<file path="config.mk">
export PLATFORM = sky130hd
export DESIGN_NAME = lcd_timing_gen
export DESIGN_NICKNAME = d
export VERILOG_FILES = /design/src/rtl/lcdt_pkg.sv /design/src/rtl/lcdt_axis_counter.sv /design/src/rtl/lcdt_cfg_regs.sv /design/src/rtl/lcdt_out_stage.sv /design/src/rtl/lcd_timing_gen.sv
export SDC_FILE = /design/constraint.sdc
export NUM_CORES = 1
export LEC_CHECK = 0
export CAP_MARGIN = 20
export CORE_ASPECT_RATIO = 0.7
export CORE_MARGIN = 2
export CORE_UTILIZATION = 50
export CTS_CLUSTER_SIZE = 30
export DETAILED_ROUTE_END_ITERATION = 10
export PLACE_DENSITY = 0.79
export SLEW_MARGIN = 5
export SYNTH_ARGS = -nofsm -noshare
export SYNTH_HDL_FRONTEND = slang
export SYNTH_SLANG_ARGS = --single-unit
</file>
<file path="constraint.sdc">
create_clock -name clk -period 12.5 [get_ports clk]
set_input_delay 2.5 -clock clk [delete_from_list [all_inputs] [get_ports clk]]
set_output_delay 2.5 -clock clk [all_outputs]
set_load 0.01 [all_outputs]
</file>
<file path="src/rtl/lcdt_pkg.sv">
package lcdt_pkg;

  localparam int REG_W        = 32;
  localparam int BLK_PIX_LOG2 = 4;   // active width counted in 16-pixel blocks
  localparam int HBLK_W       = 6;
  localparam int HPH_W        = 8;
  localparam int VACT_W       = 10;
  localparam int VSW_W        = 6;
  localparam int VPH_W        = 8;
  localparam int CPL_W        = 10;

  // horizontal word field positions
  localparam int H_BLK_LSB  = 2;
  localparam int H_SYNC_LSB = 8;
  localparam int H_FP_LSB   = 16;
  localparam int H_BP_LSB   = 24;
  // vertical word field positions
  localparam int V_ACT_LSB  = 0;
  localparam int V_SYNC_LSB = 10;
  localparam int V_FP_LSB   = 16;
  localparam int V_BP_LSB   = 24;
  // polarity word bit positions
  localparam int P_VINV_BIT = 11;
  localparam int P_HINV_BIT = 12;
  localparam int P_EDGE_BIT = 13;
  localparam int P_DINV_BIT = 14;
  localparam int P_CPL_LSB  = 16;
  localparam logic [REG_W-1:0] P_RSVD_MASK = 32'hFC00_87FF;

  localparam int H_MAX  = 3 * (1 << HPH_W) + ((1 << HBLK_W) << BLK_PIX_LOG2);
  localparam int V_MAX  = (1 << VSW_W) + 2 * ((1 << VPH_W) - 1) + (1 << VACT_W);
  localparam int HCNT_W = $clog2(H_MAX + 1);
  localparam int VCNT_W = $clog2(V_MAX + 1);

  typedef logic [HCNT_W-1:0] hcnt_t;
  typedef logic [VCNT_W-1:0] vcnt_t;

  typedef enum logic [1:0] {
    SEL_HORZ = 2'd0,
    SEL_VERT = 2'd1,
    SEL_POL  = 2'd2,
    SEL_NONE = 2'd3
  } reg_sel_e;

  typedef struct packed {
    logic [HBLK_W-1:0] act_blk;
    logic [HPH_W-1:0]  sync_m1;
    logic [HPH_W-1:0]  fp_m1;
    logic [HPH_W-1:0]  bp_m1;
  } horz_cfg_t;

  typedef struct packed {
    logic [VACT_W-1:0] act_m1;
    logic [VSW_W-1:0]  sync_m1;
    logic [VPH_W-1:0]  fp;
    logic [VPH_W-1:0]  bp;
  } vert_cfg_t;

  typedef struct packed {
    logic [CPL_W-1:0] cpl_m1;
    logic             inv_h;
    logic             inv_v;
    logic             inv_de;
    logic             inv_edge;
  } pol_cfg_t;

  typedef struct packed {
    horz_cfg_t h;
    vert_cfg_t v;
    pol_cfg_t  p;
  } timing_cfg_t;

  // ---- word checks and decoding ----
  function automatic logic horz_word_ok(logic [REG_W-1:0] w);
    return w[H_BLK_LSB-1:0] == '0;
  endfunction

  function automatic logic pol_word_ok(logic [REG_W-1:0] w);
    return (w & P_RSVD_MASK) == '0;
  endfunction

  function automatic horz_cfg_t horz_decode(logic [REG_W-1:0] w);
    horz_cfg_t c;
    c.act_blk = w[H_BLK_LSB  +: HBLK_W];
    c.sync_m1 = w[H_SYNC_LSB +: HPH_W];
    c.fp_m1   = w[H_FP_LSB   +: HPH_W];
    c.bp_m1   = w[H_BP_LSB   +: HPH_W];
    return c;
  endfunction

  function automatic vert_cfg_t vert_decode(logic [REG_W-1:0] w);
    vert_cfg_t c;
    c.act_m1  = w[V_ACT_LSB  +: VACT_W];
    c.sync_m1 = w[V_SYNC_LSB +: VSW_W];
    c.fp      = w[V_FP_LSB   +: VPH_W];
    c.bp      = w[V_BP_LSB   +: VPH_W];
    return c;
  endfunction

  function automatic pol_cfg_t pol_decode(logic [REG_W-1:0] w);
    pol_cfg_t c;
    c.cpl_m1   = w[P_CPL_LSB +: CPL_W];
    c.inv_h    = w[P_HINV_BIT];
    c.inv_v    = w[P_VINV_BIT];
    c.inv_de   = w[P_DINV_BIT];
    c.inv_edge = w[P_EDGE_BIT];
    return c;
  endfunction

  // ---- horizontal arithmetic (pixel positions within a line) ----
  function automatic hcnt_t h_sync_len(horz_cfg_t c);
    return hcnt_t'(c.sync_m1) + hcnt_t'(1);
  endfunction

  function automatic hcnt_t h_act_start(horz_cfg_t c);
    return h_sync_len(c) + hcnt_t'(c.bp_m1) + hcnt_t'(1);
  endfunction

  function automatic hcnt_t h_act_len(horz_cfg_t c);
    return (hcnt_t'(c.act_blk) + hcnt_t'(1)) << BLK_PIX_LOG2;
  endfunction

  function automatic hcnt_t h_total(horz_cfg_t c);
    return h_act_start(c) + h_act_len(c) + hcnt_t'(c.fp_m1) + hcnt_t'(1);
  endfunction

  function automatic hcnt_t de_len(horz_cfg_t h, pol_cfg_t p);
    hcnt_t a;
    hcnt_t d;
    a = h_act_len(h);
    d = hcnt_t'(p.cpl_m1) + hcnt_t'(1);
    return (d < a) ? d : a;
  endfunction

  // ---- vertical arithmetic (line positions within a frame) ----
  function automatic vcnt_t v_sync_len(vert_cfg_t c);
    return vcnt_t'(c.sync_m1) + vcnt_t'(1);
  endfunction

  function automatic vcnt_t v_act_start(vert_cfg_t c);
    return v_sync_len(c) + vcnt_t'(c.bp);
  endfunction

  function automatic vcnt_t v_act_end(vert_cfg_t c);
    return v_act_start(c) + vcnt_t'(c.act_m1) + vcnt_t'(1);
  endfunction

  function automatic vcnt_t v_total(vert_cfg_t c);
    return v_act_end(c) + vcnt_t'(c.fp);
  endfunction

endpackage

</file>
<file path="src/rtl/lcdt_axis_counter.sv">
module lcdt_axis_counter #(
  parameter int W = 11
) (
  input  logic         clk,
  input  logic         rst_n,
  input  logic         step,
  input  logic [W-1:0] total,
  output logic [W-1:0] cnt,
  output logic         last
);

  logic [W-1:0] cnt_q;

  assign last = (cnt_q == total - W'(1));
  assign cnt  = cnt_q;

  always_ff @(posedge clk) begin
    if (!rst_n) begin
      cnt_q <= '0;
    end else if (step) begin
      cnt_q <= last ? '0 : cnt_q + W'(1);
    end
  end

endmodule

</file>
<file path="src/rtl/lcdt_cfg_regs.sv">
module lcdt_cfg_regs
  import lcdt_pkg::*;
(
  input  logic              clk,
  input  logic              rst_n,
  input  logic              wr_en,
  input  logic [1:0]        wr_sel,
  input  logic [REG_W-1:0]  wr_data,
  input  logic              frame_end,
  output timing_cfg_t       pend_cfg,
  output timing_cfg_t       live_cfg
);

  timing_cfg_t pend_q;
  timing_cfg_t live_q;
  logic        h_take;
  logic        v_take;
  logic        p_take;

  always_comb begin
    h_take = wr_en && (wr_sel == SEL_HORZ) && horz_word_ok(wr_data);
    v_take = wr_en && (wr_sel == SEL_VERT);
    p_take = wr_en && (wr_sel == SEL_POL) && pol_word_ok(wr_data);
  end

  // staging copy: written at any time
  always_ff @(posedge clk) begin
    if (!rst_n) begin
      pend_q <= '0;
    end else begin
      if (h_take) pend_q.h <= horz_decode(wr_data);
      if (v_take) pend_q.v <= vert_decode(wr_data);
      if (p_take) pend_q.p <= pol_decode(wr_data);
    end
  end

  // working copy: only replaced as a frame ends
  always_ff @(posedge clk) begin
    if (!rst_n) begin
      live_q <= '0;
    end else if (frame_end) begin
      live_q <= pend_q;
    end
  end

  assign pend_cfg = pend_q;
  assign live_cfg = live_q;

endmodule

</file>
<file path="src/rtl/lcdt_out_stage.sv">
module lcdt_out_stage
  import lcdt_pkg::*;
#(
  parameter int XW = 10,
  parameter int YW = 10
) (
  input  logic          clk,
  input  logic          rst_n,
  input  logic          pix_ce,
  input  hcnt_t         h_cnt,
  input  vcnt_t         v_cnt,
  input  timing_cfg_t   cfg,
  output logic          hs_lvl,
  output logic          vs_lvl,
  output logic          de_lvl,
  output logic          hsync,
  output logic          vsync,
  output logic          de,
  output logic [XW-1:0] pix_x,
  output logic [YW-1:0] pix_y,
  output logic          frame_start,
  output logic          edge_inv
);

  localparam int NPOL = 3;  // 0 hsync, 1 vsync, 2 data enable

  logic            hs_now;
  logic            vs_now;
  logic            h_win;
  logic            v_win;
  logic            de_now;
  logic            first_px;
  hcnt_t           h_start;
  vcnt_t           v_start;
  logic [NPOL-1:0] lvl_now;
  logic [NPOL-1:0] inv_now;
  logic [NPOL-1:0] lvl_q;
  logic [NPOL-1:0] pin_q;
  logic [XW-1:0]   x_q;
  logic [YW-1:0]   y_q;
  logic            fs_q;
  logic            edge_q;

  always_comb begin
    h_start  = h_act_start(cfg.h);
    v_start  = v_act_start(cfg.v);
    hs_now   = h_cnt < h_sync_len(cfg.h);
    vs_now   = v_cnt < v_sync_len(cfg.v);
    h_win    = (h_cnt >= h_start) && (h_cnt < h_start + de_len(cfg.h, cfg.p));
    v_win    = (v_cnt >= v_start) && (v_cnt < v_act_end(cfg.v));
    de_now   = h_win && v_win;
    first_px = (h_cnt == '0) && (v_cnt == '0);
    lvl_now  = {de_now, vs_now, hs_now};
    inv_now  = {cfg.p.inv_de, cfg.p.inv_v, cfg.p.inv_h};
  end

  // one flop pair per polarity-controlled signal
  for (genvar g = 0; g < NPOL; g++) begin : g_pol
    always_ff @(posedge clk) begin
      if (!rst_n) begin
        lvl_q[g] <= 1'b0;
        pin_q[g] <= 1'b0;
      end else if (pix_ce) begin
        lvl_q[g] <= lvl_now[g];
        pin_q[g] <= lvl_now[g] ^ inv_now[g];
      end
    end
  end

  always_ff @(posedge clk) begin
    if (!rst_n) begin
      x_q    <= '0;
      y_q    <= '0;
      edge_q <= 1'b0;
    end else if (pix_ce) begin
      x_q    <= de_now ? XW'(h_cnt - h_start) : '0;
      y_q    <= de_now ? YW'(v_cnt - v_start) : '0;
      edge_q <= cfg.p.inv_edge;
    end
  end

  always_ff @(posedge clk) begin
    if (!rst_n) fs_q <= 1'b0;
    else        fs_q <= pix_ce && first_px;
  end

  assign hs_lvl      = lvl_q[0];
  assign vs_lvl      = lvl_q[1];
  assign de_lvl      = lvl_q[2];
  assign hsync       = pin_q[0];
  assign vsync       = pin_q[1];
  assign de          = pin_q[2];
  assign pix_x       = x_q;
  assign pix_y       = y_q;
  assign frame_start = fs_q;
  assign edge_inv    = edge_q;

endmodule

</file>
<file path="src/rtl/lcd_timing_gen.sv">
module lcd_timing_gen
  import lcdt_pkg::*;
#(
  parameter int XW = 10,
  parameter int YW = 10
) (
  input  logic          clk,
  input  logic          rst_n,
  input  logic          pix_ce,
  input  logic          cfg_wr,
  input  logic [1:0]    cfg_sel,
  input  logic [31:0]   cfg_wdata,
  output logic          hsync,
  output logic          vsync,
  output logic          de,
  output logic [XW-1:0] pix_x,
  output logic [YW-1:0] pix_y,
  output logic          frame_start,
  output logic          pclk_edge_inv
);

  timing_cfg_t pend_cfg;
  timing_cfg_t live_cfg;
  hcnt_t       h_cnt;
  vcnt_t       v_cnt;
  logic        h_last;
  logic        v_last;
  logic        line_end;
  logic        frame_end;
  logic        hs_lvl;
  logic        vs_lvl;
  logic        de_lvl;

  assign line_end  = pix_ce && h_last;
  assign frame_end = line_end && v_last;

  lcdt_cfg_regs u_regs (
    .clk      (clk),
    .rst_n    (rst_n),
    .wr_en    (cfg_wr),
    .wr_sel   (cfg_sel),
    .wr_data  (cfg_wdata),
    .frame_end(frame_end),
    .pend_cfg (pend_cfg),
    .live_cfg (live_cfg)
  );

  lcdt_axis_counter #(.W(HCNT_W)) u_hcnt (
    .clk  (clk),
    .rst_n(rst_n),
    .step (pix_ce),
    .total(h_total(live_cfg.h)),
    .cnt  (h_cnt),
    .last (h_last)
  );

  lcdt_axis_counter #(.W(VCNT_W)) u_vcnt (
    .clk  (clk),
    .rst_n(rst_n),
    .step (line_end),
    .total(v_total(live_cfg.v)),
    .cnt  (v_cnt),
    .last (v_last)
  );

  lcdt_out_stage #(.XW(XW), .YW(YW)) u_out (
    .clk        (clk),
    .rst_n      (rst_n),
    .pix_ce     (pix_ce),
    .h_cnt      (h_cnt),
    .v_cnt      (v_cnt),
    .cfg        (live_cfg),
    .hs_lvl     (hs_lvl),
    .vs_lvl     (vs_lvl),
    .de_lvl     (de_lvl),
    .hsync      (hsync),
    .vsync      (vsync),
    .de         (de),
    .pix_x      (pix_x),
    .pix_y      (pix_y),
    .frame_start(frame_start),
    .edge_inv   (pclk_edge_inv)
  );

endmodule

</file>
# After elaboration in Yosys (flattened, before gate mapping)
# Cells that the tools add are included.
word_totals:
  ff_bits: 199
  inputBits: 38
  wordCells: 91
classes:
  bitwise: 3
  n_eq_ne: 4
  reduce_logical: 17
  order_cmp: 7
  n_mux: 5
  n_addsub: 20
ops:
  columns: ["operator", "n"]
  rows:
  - ["$add A11 B1 Y11 const B", 4]
  - ["$lt A11 B11 Y1", 3]
  - ["$mux W11", 3]
  - ["$logic_not A32 Y1", 1]
  - ["$add A10 B1 Y11 const B", 2]
  - ["$add A11 B11 Y11", 2]
  - ["$add A11 B8 Y11", 2]
  - ["$eq A11 B11 Y1", 2]
  - ["$logic_not A11 Y1", 2]
  - ["$sub A11 B1 Y11 const B", 2]
  - ["$mux W10", 2]
  - ["$sub A10 B10 Y10", 2]
  - ["$add A6 B1 Y7 const B", 2]
  - ["$logic_and A1 B1 Y1", 12]
  - ["$add A11 B10 Y11", 1]
  - ["$ge A11 B11 Y1", 1]
  - ["$ge A11 B9 Y1", 1]
  - ["$lt A11 B7 Y1", 1]
  - ["$lt A11 B9 Y1", 1]
  - ["$add A9 B8 Y10", 1]
  - ["$add A7 B8 Y9", 1]
  - ["$add A8 B1 Y9 const B", 1]
  - ["$logic_not A2 Y1", 2]
  - ["$xor A1 B1 Y1", 3]
  - ["2 further kinds", 2]

# Depth between registers and ports, before layout
depth:
  depth_word: 10
  depth_mapped: 33
  ltp_nobuf: 31

# By module
# From an unflattened synthesis, not the netlist that was laid out.
hier_totals:
  hier_cells: 1667
  hier_area_um2: 14338.8
modules_own_cells:
  columns: ["module", "instances", "cells_each", "area_each_um2"]
  rows:
  - ["lcdt_cfg_regs", 1, 585, 5714.2]
  - ["lcdt_out_stage", 1, 622, 4872.2]
  - ["lcdt_axis_counter", 2, 117, 972.2]
  - ["lcd_timing_gen", 1, 226, 1808.0]

# Least setup slack after synthesis
# No wires, ideal clock.
synth_path:
  path_kind: "register -> register"
  from: "register u_regs.live_q, in the netlist u_regs.live_cfg[6]"
  to: "register u_out.y_q[0], in the netlist u_out.pix_y[0]"
  stages_incl_launch_ff: 33
  n_path_buf: 2
  setup_slack_ns: 6.511
  setup_time_ns: 0.058
  t_required_ns: 12.442
  arrival_ns: 5.931
  synth_period_minus_slack_ns: 5.989
  path_cell_list: "dfxtp_1 -> and3_1 -> and3_1 -> xor2_1 -> ha_1 -> o21ai_0 -> nand2b_1 -> a2111oi_0 -> o21bai_1 -> a21oi_1 -> clkbuf_1 -> nor2b_1 -> ha_1 -> inv_1 -> fa_1 -> nor2b_1 -> o21ai_0 -> a21boi_0 -> o21ai_0 -> a21oi_1 -> o21a_1 -> nor2_1 -> xor2_1 -> ha_1 -> a211oi_1 -> nand2_1 -> a31oi_1 -> o21ai_0 -> a311o_1 -> a221o_1 -> clkbuf_1 -> nor4b_1 -> o21a_1"
synth_between:
  elab_chain_len: 8
synth_lines:
  columns: ["item", "line_no", "text"]
  rows:
  - ["start, declared", "lcdt_cfg_regs.sv:15", "timing_cfg_t live_q;"]
  - ["start signal, assigned", "lcdt_cfg_regs.sv:42", "live_q <= pend_q;"]
  - ["$add A10 B1 Y11 *", "lcdt_pkg.sv:131", "d = hcnt_t'(p.cpl_m1) + hcnt_t'(1);"]
  - ["$lt A11 B11 Y1", "lcdt_pkg.sv:132", "return (d < a) ? d : a;"]
  - ["$mux W11 *", "lcdt_pkg.sv:132", null]
  - ["$add A11 B11 Y11 *", "lcdt_out_stage.sv:49", "h_win = (h_cnt >= h_start) && (h_cnt < h_start + de_len(cfg.h, cfg.p));"]
  - ["$lt A11 B11 Y1 *", "lcdt_out_stage.sv:49", null]
  - ["$logic_and A1 B1 Y1 *", "lcdt_out_stage.sv:49", null]
  - ["$logic_and A1 B1 Y1 *", "lcdt_out_stage.sv:51", "de_now = h_win && v_win;"]
  - ["$mux W10 *", "lcdt_out_stage.sv:77", "y_q <= de_now ? YW'(v_cnt - v_start) : '0;"]
  - ["end signal, assigned", "lcdt_out_stage.sv:77", null]
  - ["end, declared", "lcdt_out_stage.sv:40", "logic [YW-1:0] y_q;"]
# Every way passes the cells marked *; elsewhere a longest branch is shown, timed or not.
# A chain may end at the register's enable or synchronous reset.

# Final worst setup path
layout_path:
  from: "register u_regs.live_q, in the netlist u_regs.live_cfg[4]"
  to: "register u_out.x_q[0], in the netlist u_out.pix_x[0]"
layout_between:
  elab_chain_len: 8
layout_lines:
  columns: ["item", "line_no", "text"]
  rows:
  - ["$add A10 B1 Y11 *", "lcdt_pkg.sv:131", null]
  - ["$lt A11 B11 Y1", "lcdt_pkg.sv:132", null]
  - ["$mux W11 *", "lcdt_pkg.sv:132", null]
  - ["$add A11 B11 Y11 *", "lcdt_out_stage.sv:49", null]
  - ["$lt A11 B11 Y1 *", "lcdt_out_stage.sv:49", null]
  - ["$logic_and A1 B1 Y1 *", "lcdt_out_stage.sv:49", null]
  - ["$logic_and A1 B1 Y1 *", "lcdt_out_stage.sv:51", null]
  - ["$mux W10 *", "lcdt_out_stage.sv:76", "x_q <= de_now ? XW'(h_cnt - h_start) : '0;"]
  - ["end signal, assigned", "lcdt_out_stage.sv:76", null]
  - ["end, declared", "lcdt_out_stage.sv:39", "logic [XW-1:0] x_q;"]
# Marks and branches as above.

==> run metrics <==
Antenna diodes=0; Worst path slowest cell=sky130_fd_sc_hd__a21oi_1; crit end category=flop; share of layout cells above drive strength 1=0.0350; H-tree lvl count=4; height of the die=138 um; number of synthesized register bits=a little under 200; number of pins with negative max-slew slack in the final report=0; VDD IR max=slightly above 0.00009 V; initial core utilization=0.505; Iteration-0 DRC Markers=approximately 970; Hold Fails Final Rpt=0; Synth-to-Final Area Change=10.9%; sequential share of the synthesized area=0.309; Min Clock Period, post-route=approximately 7.5 ns; via/cell ratio=~5.7; unique cell type count in the Yosys netlist=65; Cells after Synth=1568; leading register cell type out of synthesis=sky130_fd_sc_hd__dfxtp_1; postcts setup bufs=0; DRT Wirelength=33800 um; buffer depth of the longest clock path=2; number of nets in the final layout=1764; pin count of the biggest net entering global routing=93; class of the worst hold path=flop to flop; number of antenna violations at the first check in global routing=0; post-synth top area share=0.309; number of buffers added on ports=62; top cells by area in the synthesized netlist=sky130_fd_sc_hd__dfxtp_1 (31%), sky130_fd_sc_hd__ha_1 (12%), sky130_fd_sc_hd__nand2_1 (9.4%); global placement routability congestion=0.889; Max-Cap Viols=0; Post-Synth Adder-Cell Area=0.143; chip width=just under 200 um; summed instance area of the synthesized netlist=between 0.01 and 0.015 mm2; insertion delay to the later sink of the worst-skew pair=~0.45 ns; EDFF count, synth=0; power density relative to cell area=91.2 mW/mm2; standard cell core area=between 0.02 and 0.03 mm2; RSZ-0062 raised after global routing=false; Detail Route Antenna Nets=0; full die area=0.0271 mm2; status=finished clean; number of failing setup endpoints in the final timing report=0; syn_area_per_cell=between 8 and 9 um2; transition time of the tightest slew-check pin=1.04 ns; vias in the first global route=roughly 10000; top-level I/O count=63; CP Data Arrival Time=roughly 7.9 ns; CP dominant cell by count=sky130_fd_sc_hd__ha_1; setup slack after layout=5.01 ns; detailed-route via count=~11000; DR WL/cell=~18 um; top-count cell post-synth=sky130_fd_sc_hd__nand2_1; compound-cell area share of the yosys netlist=0.132; critical path class=flop to flop; leading cell types by count after synthesis=sky130_fd_sc_hd__nand2_1 (324), sky130_fd_sc_hd__dfxtp_1 (199), sky130_fd_sc_hd__ha_1 (127), sky130_fd_sc_hd__a21oi_1 (108), sky130_fd_sc_hd__inv_1 (98); simple-gate area share of the yosys netlist=0.199; total grt overflow=0; pre-CTS worst setup slack=5.11 ns; cells resized by post-CTS repair=0; Syn Nets=roughly 1700; buffer type at the clock tree root=sky130_fd_sc_hd__clkbuf_16; final-layout setup total negative slack=0 ns; DRC violation count after routing=0; Final Skew=around 0.011 ns; mux cell area share after synthesis=0.0797; relative max-transition margin=0.306; largest family of logic cells by synthesized area=simple AND/OR/NAND/NOR gates; Tcrit/Tclk final=0.599; Ys Warns=0; static leakage=0.00563 uW; post-route cell area=between 0.01 and 0.015 mm2; startpoint class of the critical path=flop; CP required=between 10 and 15 ns; CP peak stage delay=approximately 0.75 ns; global-route wire length before repair=between 50000 and 60000 um; area post-placement=approximately 0.014 mm2; achievable clock frequency=~130 MHz; row count=between 40 and 50; peak fanout along the critical path=22; post-detail-place hpwl=roughly 25000 um; Yosys top cell by area=sky130_fd_sc_hd__dfxtp_1; async set-reset flop share out of synthesis=0; TritonCTS clock tree=built; TritonCTS Sinks=a little under 200; TritonCTS buffer count=17; clock slew at the register clock pins of the worst setup and hold paths=about 0.080 ns; overall global routing resource usage=0.249; xor/xnor cell area share of the yosys netlist=0.0807; Pre-antenna DRT Iters=5; quantity of hold-fixing buffers added after cts=0
[worst paths after layout]
path / slack (ns) / to / startpoint / depth (start not counted)
max: 5.01 / u_out.pix_x[0] / u_regs.live_cfg[4] / 30
min: 0.46 / u_regs.pend_cfg[68] / u_regs.pend_cfg[68] / 2
max reg2reg: 5.01 / u_out.pix_x[0] / u_regs.live_cfg[4] / 30
min reg2reg: 0.46 / u_regs.pend_cfg[68] / u_regs.pend_cfg[68] / 2
[state kept, by name, summed over array words and instances (netlist names)]
name and count:
u_regs.live_cfg 76, u_regs.pend_cfg 76, u_hcnt.cnt 11, u_vcnt.cnt 11
u_out.pix_x 10, u_out.pix_y 10, u_out.de 1, u_out.edge_inv 1
u_out.frame_start 1, u_out.hsync 1, u_out.vsync 1
[critical path: cells and delay by family (launching register included)]
family	cells	cell delay, ns
DFF	1	0.47
adders and majority gates	5	1.42
buffers and inverters	2	0.15
xor gates and xnor gates	2	0.34
AOI/OAI and AO/OA	14	3.72
and+or+nand+nor	7	1.33
[metrics by stage]
stage	power, uW	util	hold slack, ns	std cells
after floorplan	697	-	0.434	1568
after global placement	728	0.535	0.442	1899
after detailed placement	729	0.535	0.447	1899
after CTS	1310	0.560	0.455	1931
after global routing	1340	0.560	0.460	1931
final	1300	0.560	0.457	1931
[metal layers]
metal / vias up / global-route usage / part of all wire
li1: 5379 / - / -
met5: - / 0 / 0
met3: 38 / 0.0415 / 0.078
met1: 5188 / 0.398 / 0.52
met2: 400 / 0.344 / 0.39
met4: 0 / 0.0550 / 0.013
[placed cells by master (no fill, tap or decap), types with 11 or more instances in the layout]
master and count:
sky130_fd_sc_hd__a211oi_1 13, sky130_fd_sc_hd__a21o_1 20, sky130_fd_sc_hd__a21oi_1 108, sky130_fd_sc_hd__and3_1 18
sky130_fd_sc_hd__buf_4 11, sky130_fd_sc_hd__clkbuf_16 17, sky130_fd_sc_hd__clkdlybuf4s50_1 60, sky130_fd_sc_hd__dfxtp_1 199
sky130_fd_sc_hd__fa_1 12, sky130_fd_sc_hd__ha_1 127, sky130_fd_sc_hd__inv_1 98, sky130_fd_sc_hd__mux2i_1 97
sky130_fd_sc_hd__nand2_1 324, sky130_fd_sc_hd__nand2b_1 16, sky130_fd_sc_hd__nand3_1 32, sky130_fd_sc_hd__nand4_1 14
sky130_fd_sc_hd__nor2_1 53, sky130_fd_sc_hd__nor2b_1 32, sky130_fd_sc_hd__nor3_1 33, sky130_fd_sc_hd__o21a_1 39
sky130_fd_sc_hd__o21ai_0 38, sky130_fd_sc_hd__o21bai_1 13, sky130_fd_sc_hd__xnor2_1 69, sky130_fd_sc_hd__xor2_1 47
[area by class of cell]
| class | count | area, um2 |
|---|---|---|
| clock buffers | 17 | 425 |
| repair buffers | 72 | 688 |
| well taps | 331 | 414 |
| multi-input cells | 1198 | 8200 |
| flip-flops and latches | 199 | 3980 |
| inverters | 99 | 372 |
| clock inverters | 15 | 209 |
| fillers | 2320 | 11200 |
[report_power, final]
part	switching (uW)	internal [uW]
clock network	263	324
registers	5.72	640
logic	43.6	26.7
total	313	990
[kinds of logic (layout without fill, tap and decap cells)]
| logic type | after synthesis | in the layout |
|---|---|---|
| simple gates | 568 | 568 |
| compound gates | 270 | 270 |
| flops | 199 | 199 |
| buf+inv | 171 | 203 |
| fa+ha+maj | 141 | 141 |
| xor+xnor | 117 | 117 |
| mux | 102 | 102 |
Note: power is estimated with default switching activity, not from simulation.
